`config.mk`:
```
export PLATFORM = sky130hd
export DESIGN_NAME = usbf_irq_flags
export DESIGN_NICKNAME = d
export VERILOG_FILES = /design/src/rtl/usbf_irq_pkg.sv /design/src/rtl/usbf_rst_sync.sv /design/src/rtl/usbf_flag_bank.sv /design/src/rtl/usbf_en_reg.sv /design/src/rtl/usbf_irq_gen.sv /design/src/rtl/usbf_irq_flags.sv
export SDC_FILE = /design/constraint.sdc
export NUM_CORES = 1
export LEC_CHECK = 0
export BUFFER_PORTS_ARGS = -buffer_cell sky130_fd_sc_hd__buf_2
export CAP_MARGIN = 10
export CORE_MARGIN = 1.5
export CORE_UTILIZATION = 43
export CTS_CLUSTER_SIZE = 16
export DETAILED_ROUTE_END_ITERATION = 8
export GPL_TIMING_DRIVEN = 0
export PLACE_DENSITY = 0.73
export SETUP_SLACK_MARGIN = 0.4
export SYNTH_ARGS = -nofsm -noshare
export SYNTH_HDL_FRONTEND = slang
export SYNTH_SLANG_ARGS = --single-unit
export TNS_END_PERCENT = 50
```
`constraint.sdc`:
```
create_clock -name clk -period 0.9 [get_ports clk]
set_input_delay 0.18 -clock clk [delete_from_list [all_inputs] [get_ports clk]]
set_output_delay 0.18 -clock clk [all_outputs]
set_load 0.02 [all_outputs]
```
`src/rtl/usbf_irq_pkg.sv`:
```
package usbf_irq_pkg;
  localparam int unsigned REG_W = 8;

  localparam int unsigned BIT_BUS_RST  = 7;
  localparam int unsigned BIT_EP1_FULL = 6;
  localparam int unsigned BIT_EP2_REQ  = 5;
  localparam int unsigned BIT_EP2_EMPT = 4;
  localparam int unsigned BIT_SETUP    = 3;
  localparam int unsigned BIT_EP0_OUT  = 2;

  localparam logic [REG_W-1:0] STICKY_MASK = (REG_W'(1) << BIT_BUS_RST)
                                           | (REG_W'(1) << BIT_EP2_REQ)
                                           | (REG_W'(1) << BIT_SETUP)
                                           | (REG_W'(1) << BIT_EP0_OUT);
  localparam logic [REG_W-1:0] STATUS_MASK = (REG_W'(1) << BIT_EP1_FULL)
                                           | (REG_W'(1) << BIT_EP2_EMPT);
  localparam logic [REG_W-1:0] LIVE_MASK   = STICKY_MASK | STATUS_MASK;

  typedef enum logic {
    SEL_FLAGS  = 1'b0,
    SEL_ENABLE = 1'b1
  } reg_sel_e;
endpackage

```
`src/rtl/usbf_rst_sync.sv`:
```
module usbf_rst_sync #(
  parameter int unsigned STAGES = 2
) (
  input  logic clk,
  input  logic rst_n,
  output logic rst_sync_n
);
  logic [STAGES-1:0] sync_q;
  logic [STAGES-1:0] sync_d;

  always_comb begin
    sync_d = {sync_q[STAGES-2:0], 1'b1};
  end

  always_ff @(posedge clk or negedge rst_n) begin
    if (!rst_n) sync_q <= '0;
    else        sync_q <= sync_d;
  end

  assign rst_sync_n = sync_q[STAGES-1];
endmodule

```
`src/rtl/usbf_flag_bank.sv`:
```
module usbf_flag_bank #(
  parameter int unsigned             W    = 8,
  parameter logic [W-1:0]            MASK = '0
) (
  input  logic         clk,
  input  logic         rst_n,
  input  logic [W-1:0] set_i,
  input  logic         clr_we_i,
  input  logic [W-1:0] wdata_i,
  output logic [W-1:0] q_o
);
  for (genvar i = 0; i < W; i++) begin : g_bit
    if (MASK[i]) begin : g_sticky
      logic flag_q;
      logic flag_d;
      logic clr_hit;

      always_comb begin
        clr_hit = clr_we_i && !wdata_i[i];
        flag_d  = set_i[i] | (flag_q & ~clr_hit);
      end

      always_ff @(posedge clk or negedge rst_n) begin
        if (!rst_n) flag_q <= 1'b0;
        else        flag_q <= flag_d;
      end

      assign q_o[i] = flag_q;

      AST_SET_WINS: assert property (@(posedge clk) disable iff (!rst_n)
        set_i[i] |=> q_o[i]);
      AST_ZERO_CLEARS: assert property (@(posedge clk) disable iff (!rst_n)
        (clr_we_i && !wdata_i[i] && !set_i[i]) |=> !q_o[i]);
      AST_ONE_KEEPS: assert property (@(posedge clk) disable iff (!rst_n)
        ((!clr_we_i || wdata_i[i]) && !set_i[i]) |=> (q_o[i] == $past(q_o[i])));
    end else begin : g_none
      assign q_o[i] = 1'b0;
    end
  end
endmodule

```
`src/rtl/usbf_en_reg.sv`:
```
module usbf_en_reg #(
  parameter int unsigned  W    = 8,
  parameter logic [W-1:0] MASK = '1
) (
  input  logic         clk,
  input  logic         rst_n,
  input  logic         we_i,
  input  logic [W-1:0] wdata_i,
  output logic [W-1:0] q_o
);
  logic [W-1:0] en_q;
  logic [W-1:0] en_d;

  always_comb begin
    en_d = en_q;
    if (we_i) en_d = wdata_i & MASK;
  end

  always_ff @(posedge clk or negedge rst_n) begin
    if (!rst_n) en_q <= '0;
    else        en_q <= en_d;
  end

  assign q_o = en_q;

  AST_EN_WRITE: assert property (@(posedge clk) disable iff (!rst_n)
    we_i |=> (q_o == ($past(wdata_i) & MASK)));
  AST_EN_HOLD: assert property (@(posedge clk) disable iff (!rst_n)
    !we_i |=> $stable(q_o));
endmodule

```
`src/rtl/usbf_irq_gen.sv`:
```
module usbf_irq_gen #(
  parameter int unsigned W = 8
) (
  input  logic         clk,
  input  logic         rst_n,
  input  logic [W-1:0] flags_i,
  input  logic [W-1:0] en_i,
  output logic         irq_o
);
  logic irq_q;
  logic irq_d;

  always_comb begin
    irq_d = |(flags_i & en_i);
  end

  always_ff @(posedge clk or negedge rst_n) begin
    if (!rst_n) irq_q <= 1'b0;
    else        irq_q <= irq_d;
  end

  assign irq_o = irq_q;

  AST_IRQ_RISES: assert property (@(posedge clk) disable iff (!rst_n)
    (|(flags_i & en_i)) |=> irq_o);
  AST_IRQ_DROPS: assert property (@(posedge clk) disable iff (!rst_n)
    !(|(flags_i & en_i)) |=> !irq_o);
endmodule

```
`src/rtl/usbf_irq_flags.sv`:
```
module usbf_irq_flags
  import usbf_irq_pkg::*;
(
  input  logic             clk,
  input  logic             rst_n,
  input  logic             ev_bus_reset,
  input  logic             ev_ep2_in_nodata,
  input  logic             ev_setup_ok,
  input  logic             ev_ep0_out_ok,
  input  logic             st_ep1_full,
  input  logic             st_ep2_empty,
  input  logic             reg_addr,
  input  logic             reg_we,
  input  logic [REG_W-1:0] reg_wdata,
  output logic [REG_W-1:0] reg_rdata,
  output logic             irq
);
  logic             rst_sync_n;
  logic [REG_W-1:0] set_vec;
  logic [REG_W-1:0] stat_vec;
  logic [REG_W-1:0] sticky_q;
  logic [REG_W-1:0] en_q;
  logic [REG_W-1:0] flag_word;
  logic             flag_we;
  logic             en_we;

  usbf_rst_sync #(.STAGES(2)) u_rst_sync (
    .clk        (clk),
    .rst_n      (rst_n),
    .rst_sync_n (rst_sync_n)
  );

  always_comb begin
    set_vec                = '0;
    set_vec[BIT_BUS_RST]   = ev_bus_reset;
    set_vec[BIT_EP2_REQ]   = ev_ep2_in_nodata;
    set_vec[BIT_SETUP]     = ev_setup_ok;
    set_vec[BIT_EP0_OUT]   = ev_ep0_out_ok;
    stat_vec               = '0;
    stat_vec[BIT_EP1_FULL] = st_ep1_full;
    stat_vec[BIT_EP2_EMPT] = st_ep2_empty;
    flag_we                = reg_we && (reg_sel_e'(reg_addr) == SEL_FLAGS);
    en_we                  = reg_we && (reg_sel_e'(reg_addr) == SEL_ENABLE);
  end

  usbf_flag_bank #(.W(REG_W), .MASK(STICKY_MASK)) u_flags (
    .clk      (clk),
    .rst_n    (rst_sync_n),
    .set_i    (set_vec),
    .clr_we_i (flag_we),
    .wdata_i  (reg_wdata),
    .q_o      (sticky_q)
  );

  usbf_en_reg #(.W(REG_W), .MASK(LIVE_MASK)) u_enable (
    .clk     (clk),
    .rst_n   (rst_sync_n),
    .we_i    (en_we),
    .wdata_i (reg_wdata),
    .q_o     (en_q)
  );

  always_comb begin
    flag_word = (sticky_q & STICKY_MASK) | (stat_vec & STATUS_MASK);
    reg_rdata = (reg_sel_e'(reg_addr) == SEL_ENABLE) ? en_q : flag_word;
  end

  usbf_irq_gen #(.W(REG_W)) u_irq (
    .clk     (clk),
    .rst_n   (rst_sync_n),
    .flags_i (flag_word),
    .en_i    (en_q),
    .irq_o   (irq)
  );

  AST_RSVD_ZERO: assert property (@(posedge clk) disable iff (!rst_sync_n)
    reg_rdata[1:0] == 2'b00);
  AST_EP1_MIRROR: assert property (@(posedge clk) disable iff (!rst_sync_n)
    (reg_addr == 1'b0) |-> (reg_rdata[BIT_EP1_FULL] == st_ep1_full));
endmodule

```
==> results.md, run 1 <==
- Worst r2r dst: u_irq.irq_o$_DFF_PN0_
- CP max stage cell: dfrtp_1
- Root Buffer: clkbuf_4
- Cell Area, Synth: 591 µm²
- Tot GR Track Use: 22.3%
- Diodes inserted: 0
- Worst vdd ir: 1310 µV
- Residual DRC: 0
- Setup crit start: u_flags.g_bit[5].g_sticky.flag_q$_DFF_PN0_
- Hold EP: u_flags.g_bit[5].g_sticky.flag_q$_DFF_PN0_
- Global Route met2 Usage: 41.1%
- Critical Path Source Type: flip-flop
- Setup_tns: -2660 ps
- WHS Path Cells: 2
- CTS tree: done
- Synth top area share: 55.1%
- Crit. End Element: primary output
- Worst path required time: 720 ps
- Power Total: 0.00155 W
- Syn. warnings: 0
- Remaining global-route overflow: 0
- Most area-consuming cells after synthesis: dfrtp_1 55%, mux2_2 23%, or3b_1 5.9%
- Static leakage: 0.487 nW
- Die H: 40.1 µm
- Initial antenna violation count: 0
- FP Rows: 13
- Initial Utilization: 46.0%
- Worst R2R Start: u_flags.g_bit[3].g_sticky.flag_q$_DFF_PN0_
- Final wirelength: 1440 µm
- Tmin final: 1260 ps
- Final hold violations: 0
- Filler Cell Count: 82
- Worst R2R Setup Slack: -250 ps
- Fin. max-slew vios: 0
- Max Cap Violations: 0
- RSZ-0062 raised after global routing: yes
- Max incr delay on CP: 390 ps
- Vias in the first global route: 515
- Number of buffers added on ports: 22
- CP cell instances: mux2_2, buf_6
- Final HPWL DP: 888 µm
- Worst-path fanout max: 2
- Outcome: complete, but fails checks
- Post-synthesis cell type count: 10
- Nets: 105
- Pre-CTS setup slack: -188 ps
- Final hold slack: 89.1 ps
- # IOs: 27
- Hold crit path type: in -> reg
- First-pass DRT Iterations: 2
- Post-route ant nets: 0
- Layout area overhead: 68.6%
- Worst EP arrival: 1080 ps
- Die area: 1600 µm²
- Area occupied by multi-input gates: 285 µm²
- Cells after synthesis: 43
- Layer with the highest usage: met2
- Reg area: 327 µm²
- Share of cells above drive strength 1: 68.6%
- Clk_skew: 5.01 ps
- Die Width: 40.1 µm
- Worst skew pair latency: 270 ps
- Setup CP Type: reg -> out
- Average wire per standard cell: 14.3 µm
- Final setup margin: -359 ps
- Gpl congestion: 0.702
- Hold_sp: ev_ep2_in_nodata
- Most frequent cells in the layout: 15 x buf_6, 14 x buf_2, 12 x dfrtp_1
- Worst r2r path cells: 6
- Area leader, netlist: dfrtp_1
- GR Layer Usage met3: 5.00%
- DRC marker count from the first detailed-route iteration: 1
- Number of synthesized register bits: 13
- Sink Count: 13
- Sequential-to-total area share from yosys stat: 55.1%
- H-tree Lvls: 1
- Core area: 1280 µm²
- Vias per std cell: 4.96
- Inserted Clock Buffers: 3
- Commonest non-fill, non-tap cell in the layout: buf_6
- Via Count: 501
- Period utilization: 140%
- Final setup viols: 11
- Worst-path clk slew: 80 ps
- Pin count of the biggest net entering global routing: 12
- Failing checks: negative setup slack
- Global-route wire length before repair: 2240 µm
- Clk buf depth: 2
- Max Fclk: 795 MHz
- GR Layer Usage met1: 24.6%
- Pwr per Cell Area: 1550 nW/µm²
- Avg Inst Size Synth: 13.7 µm²
area by class of cell:
class / instances / area share, %
clock buffer: 4 / 2.64
sequential: 13 / 32.8
timing repair buffer: 38 / 31.0
buffer: 3 / 3.02
multi-input combinational: 28 / 28.6
tap: 15 / 1.88
metal layers:
| layer | vias up | part of all wire [%] |
|---|---|---|
| li1 | 239 | - |
| met1 | 245 | 41 |
| met2 | 15 | 54 |
| met3 | 2 | 4.3 |
| met4 | 0 | 1.5 |
| met5 | - | 0 |
worst max-delay path by stage:
stage / endpoint / slack, ps / cells after the start
after global routing: reg_rdata[7] / -390 / 2
after detailed placement: reg_rdata[4] / -190 / 4
after floorplan: u_flags.g_bit[5].g_sticky.flag_q$_DFF_PN0_ / 5 / 3
final: reg_rdata[5] / -360 / 2
after CTS: reg_rdata[3] / -360 / 2
after global placement: reg_rdata[5] / -180 / 4
state kept, by name, summed over array words and instances (netlist names):
signal	count
u_enable.q_o	6
u_flags.g_bit.g_sticky.flag_q	4
u_rst_sync.sync_q	2
u_irq.irq_o	1
critical path: cells and delay by family, from the launching register on:
family                 cells  cell delay [ps]
muxes                      1              280
buffers and inverters      1              130
DFF                        1              390
stage by stage:
step | area, µm² | util [%] | cells
5_1_grt | 996 | 77.5 | 101
2_1_floorplan | 601 | - | 44
6_report | 996 | 77.5 | 101
4_1_cts | 963 | 75.0 | 98
3_3_place_gp | 729 | 56.8 | 81
3_5_place_dp | 729 | 56.8 | 81
cell families after synthesis:
family / count (synthesis) / share of synthesized area [%]
AOI/OAI and AO/OA: 7 / 8.90
buffers and inverters: 3 / 4.45
DFF: 13 / 55.1
muxes: 12 / 22.9
other: 2 / 1.27
and+or+nand+nor: 6 / 7.41
synth_stat cells, drive strengths merged:
master,number
buf,3
dfrtp,13
a21o,4
a22oi,3
or3b,4
mux2,12
nand3,1
conb,2
nand2,1
where the power goes:
part / switching [W] / internal (W) / total (W)
Combinational: 0.000186 / 0.000325 / 0.000510
Clock: 0.000179 / 0.000172 / 0.000351
Sequential: 0.0000429 / 0.000642 / 0.000685
repair_timing:
action / in CTS / in global routing
endpoints found under the hold margin: 2 / 0
pin swaps: 0 / 4
setup endpoints to repair: 29 / 18
setup buffers: 12 / 3
hold buffers: 1 / 0
gates resized for setup: 31 / 2
(Power assumes the default switching activity.)
==> inputs of run 2 (changes only) <==
--- a/config.mk
+++ b/config.mk
@@ -12,6 +12,7 @@
 export CTS_CLUSTER_SIZE = 16
 export DETAILED_ROUTE_END_ITERATION = 8
 export GPL_TIMING_DRIVEN = 0
+export MAX_ROUTING_LAYER = met4
 export PLACE_DENSITY = 0.73
 export SETUP_SLACK_MARGIN = 0.4
 export SYNTH_ARGS = -nofsm -noshare
==> constraint.sdc (replaced) <==
create_clock -name clk -period 1.4 [get_ports clk]
set_input_delay 0.28 -clock clk [delete_from_list [all_inputs] [get_ports clk]]
set_output_delay 0.28 -clock clk [all_outputs]
set_load 0.02 [all_outputs]
==> run 2 against run 1 <==
The run now ends clean. Non-clock buffer count fell by 5. Utilization fell by 6.9 points. Clock power fell by 35%. Sequential power fell by 36%. Cell count fell by 5.0%. Critical path type unchanged. Largest cell class is now registers. Largest power group unchanged.
==> results.md, run 2 (synthesis gave the netlist of run 1 again) <==
- Nets: 100 (-4.8%)
- Non-filler cells in the finished layout: 96 (-5.0%)
- Gpl congestion: 0.684 (-2.6%)
- Setup CP Type: reg -> out
- Pin count of the biggest net entering global routing: 12 (unchanged)
- Fin. max-slew vios: 0 (unchanged)
- Period utilization: 96.4%
- Max Fclk: 741 MHz
- Via Count: 474 (-5.4%)
- Die H: 40.1 µm (unchanged)
- Final setup viols: 0 (-11)
- Clk_skew: 1.59 ps (-3.42 ps)
- Area occupied by multi-input gates: 268 µm² (-6.1%)
- Average wire per standard cell: 11.8 µm (-18%)
- Layout area overhead: 53.6%
- Final setup margin: 50.2 ps (+409 ps)
- Critical Path Source Type: flip-flop
- Sink Count: 13 (unchanged)
- Largest register FFs: 6 (unchanged)
- Vias per std cell: 4.94 (-0.46%)
- Static leakage: 0.446 nW (-8.6%)
- # IOs: 27 (unchanged)
- Filler Cell Count: 101 (+23%)
- FP Rows: 13 (unchanged)
- Core area: 1280 µm² (unchanged)
- Tot GR Track Use: 18.4% (-3.9 points)
- Outcome: complete, no violations
- H-tree Lvls: 1 (unchanged)
- Commonest non-fill, non-tap cell in the layout: buf_2
- Worst skew pair latency: 270 ps (about the same)
- Worst-path fanout max: 3 (+1)
- Crit. End Element: primary output
- Reg area: 325 µm² (-0.38%)
- Most frequent cells in the layout: 16 x buf_2, 13 x dfrtp_1, 12 x buf_4
- Worst EP arrival: 1070 ps (about the same)
- Tmin final: 1350 ps
- Number of buffers added on ports: 22 (unchanged)
- Initial antenna violation count: 0 (unchanged)
- Clk buf depth: 2 (unchanged)
- Global-route wire length before repair: 1790 µm (-20%)
- Post-route ant nets: 0 (unchanged)
- Hold crit path type: reg -> async
- DRC marker count from the first detailed-route iteration: 3 (+2)
- GR Layer Usage met1: 16.9% (-7.7 points)
- Max Cap Violations: 0 (unchanged)
- Die area: 1600 µm² (unchanged)
- Final wirelength: 1130 µm (-22%)
- Global Route met2 Usage: 33.1% (-8.1 points)
- Worst path required time: 1120 ps (+400 ps)
- Final hold violations: 0 (unchanged)
- Die Width: 40.1 µm (unchanged)
- Setup_tns: 0 ps (+2660 ps)
- Pwr per Cell Area: 1040 nW/µm² (-33%)
- Layer with the highest usage: met2
- Final HPWL DP: 813 µm (-8.4%)
- Inserted Clock Buffers: 3 (unchanged)
- GR Layer Usage met3: 5.00% (unchanged)
- Worst-path clk slew: 80 ps (about the same)
- RSZ-0062 raised after global routing: yes
- Share of cells above drive strength 1: 64.2% (-4.4 points)
- Initial Utilization: 46.0% (unchanged)
- CTS tree: done
- Vias in the first global route: 468 (-9.1%)
- Pre-CTS setup slack: 128 ps (+315 ps)
- # placed instances: 81 (unchanged)
- Worst vdd ir: 825 µV (-37%)
- Residual DRC: 0 (unchanged)
- Diodes inserted: 0 (unchanged)
- Remaining global-route overflow: 0 (unchanged)
- First-pass DRT Iterations: 2 (unchanged)
- Root Buffer: clkbuf_4
[run 2: changes by cell type in the layout (fill, tap and decap cells not counted), moves of 2 or more]
cell / previous run / this run
a22oi_1: 1 / 3
a22oi_2: 2 / 0
buf_2: 14 / 16
buf_4: 10 / 12
buf_6: 15 / 6
mux2_2: 4 / 6
mux2_4: 8 / 6
[run 2: per-stage QoR]
stage                     cell area, µm²  total power, W  util, %  hold WS [ps]
after detailed placement             757        0.000644     58.9          67.4
after global placement               757        0.000638     58.9          65.8
after floorplan                      628        0.000580        -         -15.6
after global routing                 907        0.000993     70.6           181
final                                907        0.000943     70.6           184
after CTS                            887        0.000933     69.0           180
[run 2: report_power, final]
part	internal (W)	switching [W]	leakage (nW)
logic	0.000172	0.000105	0.287
clock network	0.000106	0.000124	0.0177
registers	0.000412	0.0000244	0.141
[run 2: layer usage]
layer	wire [µm]	share of wire (%)
met2	635	56
met4	6	0.53
met5	0	0
met1	439	39
met3	47	4.2
[run 2: path summary, 6_finish.rpt]
kind	end	slack (ps)	start	depth (start not counted)
max	reg_rdata[7]	50	u_enable.q_o[7]$_DFFE_PN0P_	2
max in group asynchronous	u_flags.g_bit[7].g_sticky.flag_q$_DFF_PN0_	910	u_rst_sync.sync_q[1]$_DFF_PN0_	0
min reg2reg	u_enable.q_o[5]$_DFFE_PN0P_	180	u_rst_sync.sync_q[1]$_DFF_PN0_	0
min	u_enable.q_o[5]$_DFFE_PN0P_	180	u_rst_sync.sync_q[1]$_DFF_PN0_	0
min in group clk	u_flags.g_bit[7].g_sticky.flag_q$_DFF_PN0_	190	ev_bus_reset	2
max reg2reg	u_irq.irq_o$_DFF_PN0_	400	u_enable.q_o[6]$_DFFE_PN0P_	4
[run 2: critical path: stages (launching register included)]
cell and delay [ps]:
dfrtp_1 400, mux2_4 270, buf_6 130
[run 2: what timing repair did]
action | CTS | global route
gates resized for setup | 8 | 4
hold endpoints to repair | 2 | 0
setup buffers | 9 | 1
hold buffers | 1 | 0
endpoints found under the setup margin | 7 | 7
[run 2: layout make-up]
class | instances | area share (%)
Tap cell | 15 | 2.07
Sequential cell | 13 | 35.9
Clock buffer | 3 | 2.48
Multi-Input combinational cell | 28 | 29.5
Buffer | 3 | 3.86
Timing Repair Buffer | 33 | 25.7
Clock inverter | 1 | 0.552
==> inputs of run 3 (changes only) <==
--- a/config.mk
+++ b/config.mk
@@ -14,6 +14,7 @@
 export GPL_TIMING_DRIVEN = 0
 export MAX_ROUTING_LAYER = met4
 export PLACE_DENSITY = 0.73
+export RECOVER_POWER = 100
 export SETUP_SLACK_MARGIN = 0.4
 export SYNTH_ARGS = -nofsm -noshare
 export SYNTH_HDL_FRONTEND = slang
==> constraint.sdc (replaced) <==
create_clock -name clk -period 1.5 [get_ports clk]
set_input_delay 0.3 -clock clk [delete_from_list [all_inputs] [get_ports clk]]
set_output_delay 0.3 -clock clk [all_outputs]
set_load 0.02 [all_outputs]
==> run 3 against run 2 <==
Global-route usage decreased by 0.96 points. Sequential share of layout area increased by 2.3 points. Die area unchanged. Critical path depth unchanged.
==> results.md, run 3 (synthesis gave the netlist of run 1 again) <==
- Outcome: complete, no violations
- First-pass DRT Iterations: 2 (unchanged)
- Number of buffers added on ports: 22 (unchanged)
- Most frequent cells in the layout: 13 x buf_2, 13 x dfrtp_1, 11 x buf_4
- Final setup margin: 120 ps (+69.9 ps)
- RSZ-0062 raised after global routing: yes
- Clock group share of total power: 25.4% (+1.1 points)
- Worst vdd ir: 533 µV (-35%)
- Vias per std cell: 4.85 (-1.9%)
- Max Fclk: 725 MHz
- Gpl congestion: 0.671 (-1.8%)
- Period utilization: 92.0%
- Max Cap Violations: 0 (unchanged)
- Worst-path fanout max: 2 (-1)
- Crit. End Element: primary output
- # IOs: 27 (unchanged)
- Final hold violations: 0 (unchanged)
- Sink Count: 13 (unchanged)
- Diodes inserted: 0 (unchanged)
- H-tree Lvls: 1 (unchanged)
- Critical Path Source Type: flip-flop
- Die Width: 40.1 µm (unchanged)
- Largest register FFs: 6 (unchanged)
- Die H: 40.1 µm (unchanged)
- Clk_skew: 0.502 ps (-1.08 ps)
- Die area: 1600 µm² (unchanged)
- Pin count of the biggest net entering global routing: 12 (unchanged)
- Setup CP Type: reg -> out
- Psw: 0.000226 W (-11%)
- Initial antenna violation count: 0 (unchanged)
- Layout area overhead: 44.5%
- DRC marker count from the first detailed-route iteration: 1 (-2)
- FP Rows: 13 (unchanged)
- Global-route wire length before repair: 1660 µm (-7.4%)
- Worst R2R Start: u_flags.g_bit[2].g_sticky.flag_q$_DFF_PN0_
- Final setup viols: 0 (unchanged)
- Worst r2r dst: u_irq.irq_o$_DFF_PN0_
- Final wirelength: 1150 µm (+1.4%)
- Worst R2R Setup Slack: 480 ps (+80 ps)
- Tot GR Track Use: 17.4% (-0.96 points)
- Remaining global-route overflow: 0 (unchanged)
- Static leakage: 0.415 nW (-6.9%)
- Switching Share: 26.9% (about the same)
- Clk buf depth: 2 (unchanged)
- Nets: 101 (+1.0%)
- Seq pwr share: 48.1% (+1.8 points)
- Worst path required time: 1200 ps (+80 ps)
- Setup_tns: 0 ps (unchanged)
- Vias in the first global route: 418 (-11%)
- Worst r2r path cells: 4 (unchanged)
- Final HPWL DP: 811 µm (-0.21%)
- Initial Utilization: 46.0% (unchanged)
- Root Buffer: clkbuf_4
- Via Count: 470 (-0.84%)
- Inserted Clock Buffers: 3 (unchanged)
- Worst EP arrival: 1080 ps (about the same)
- Worst skew pair latency: 270 ps (about the same)
- Tmin final: 1380 ps
- Average wire per standard cell: 11.8 µm (+0.37%)
- CTS tree: done
- Pre-CTS setup slack: 175 ps (+47.3 ps)
- Worst-path clk slew: 80 ps (about the same)
- Share of cells above drive strength 1: 58.5% (-5.7 points)
- Setup crit start: u_enable.q_o[5]$_DFFE_PN0P_
- Fin. max-slew vios: 0 (unchanged)
- Pwr per Cell Area: 988 nW/µm² (-4.9%)
- Residual DRC: 0 (unchanged)
- Internal power: 0.000617 W (-11%)
- Gate power share: 26.5% (-2.9 points)
- Hold crit path type: reg -> async
- Post-route ant nets: 0 (unchanged)
- Core area: 1280 µm² (unchanged)
-- run 3: power by group through the flow --
stage	combinational, W	sequential [W]	clock [W]
floorplan	0.000109	0.000414	0
global placement	0.000159	0.000417	0
detailed placement	0.000162	0.000420	0
CTS	0.000236	0.000405	0.000223
global route	0.000244	0.000409	0.000242
finish	0.000224	0.000406	0.000214
-- run 3: worst max-delay path, cell delays in order (launching register included) --
cell and delay [ps]:
dfrtp_1 390, mux2_4 260, clkbuf_2 150
-- run 3: worst max path at each step --
| stage | cells past startpoint | endpoint | slack, ps |
|---|---|---|---|
| after floorplan | 2 | reg_rdata[2] | 410 |
| after global placement | 4 | reg_rdata[3] | 180 |
| after detailed placement | 4 | reg_rdata[5] | 180 |
| after CTS | 2 | reg_rdata[5] | 130 |
| after global routing | 2 | reg_rdata[4] | 80 |
| final | 2 | reg_rdata[5] | 120 |
-- run 3: routing by layer --
metal	global-route usage, %	vias up	share of wire (%)
li1	-	229	-
met1	21.6	219	43
met2	25.0	17	48
met3	3.33	5	5.9
met4	12.9	0	2.9
met5	-	-	0
-- run 3: final cells by class --
cell class	instances	area (µm²)
repair buffers	34	199
multi-input cells	28	258
flip-flops and latches	13	325
plain buffers	3	26.3
fillers	116	432
clock buffers	4	26.3
well taps	15	18.8
-- run 3: timing repair --
item | in CTS | in global routing
resized for setup | 9 | 7
hold buffers | 1 | 0
endpoints found under the hold margin | 2 | 0
buffers inserted | 10 | 1
setup endpoints to repair | 7 | 7
-- run 3: stage by stage --
step	cells	util, %	hold WS, ps	instance area, µm²	total power [W]
2_1_floorplan	44	-	4.41	594	0.000523
3_3_place_gp	81	56.3	84.4	723	0.000576
3_5_place_dp	81	56.3	86.6	723	0.000582
4_1_cts	96	67.2	194	863	0.000863
5_1_grt	97	66.4	195	853	0.000895
6_report	97	66.4	178	853	0.000843
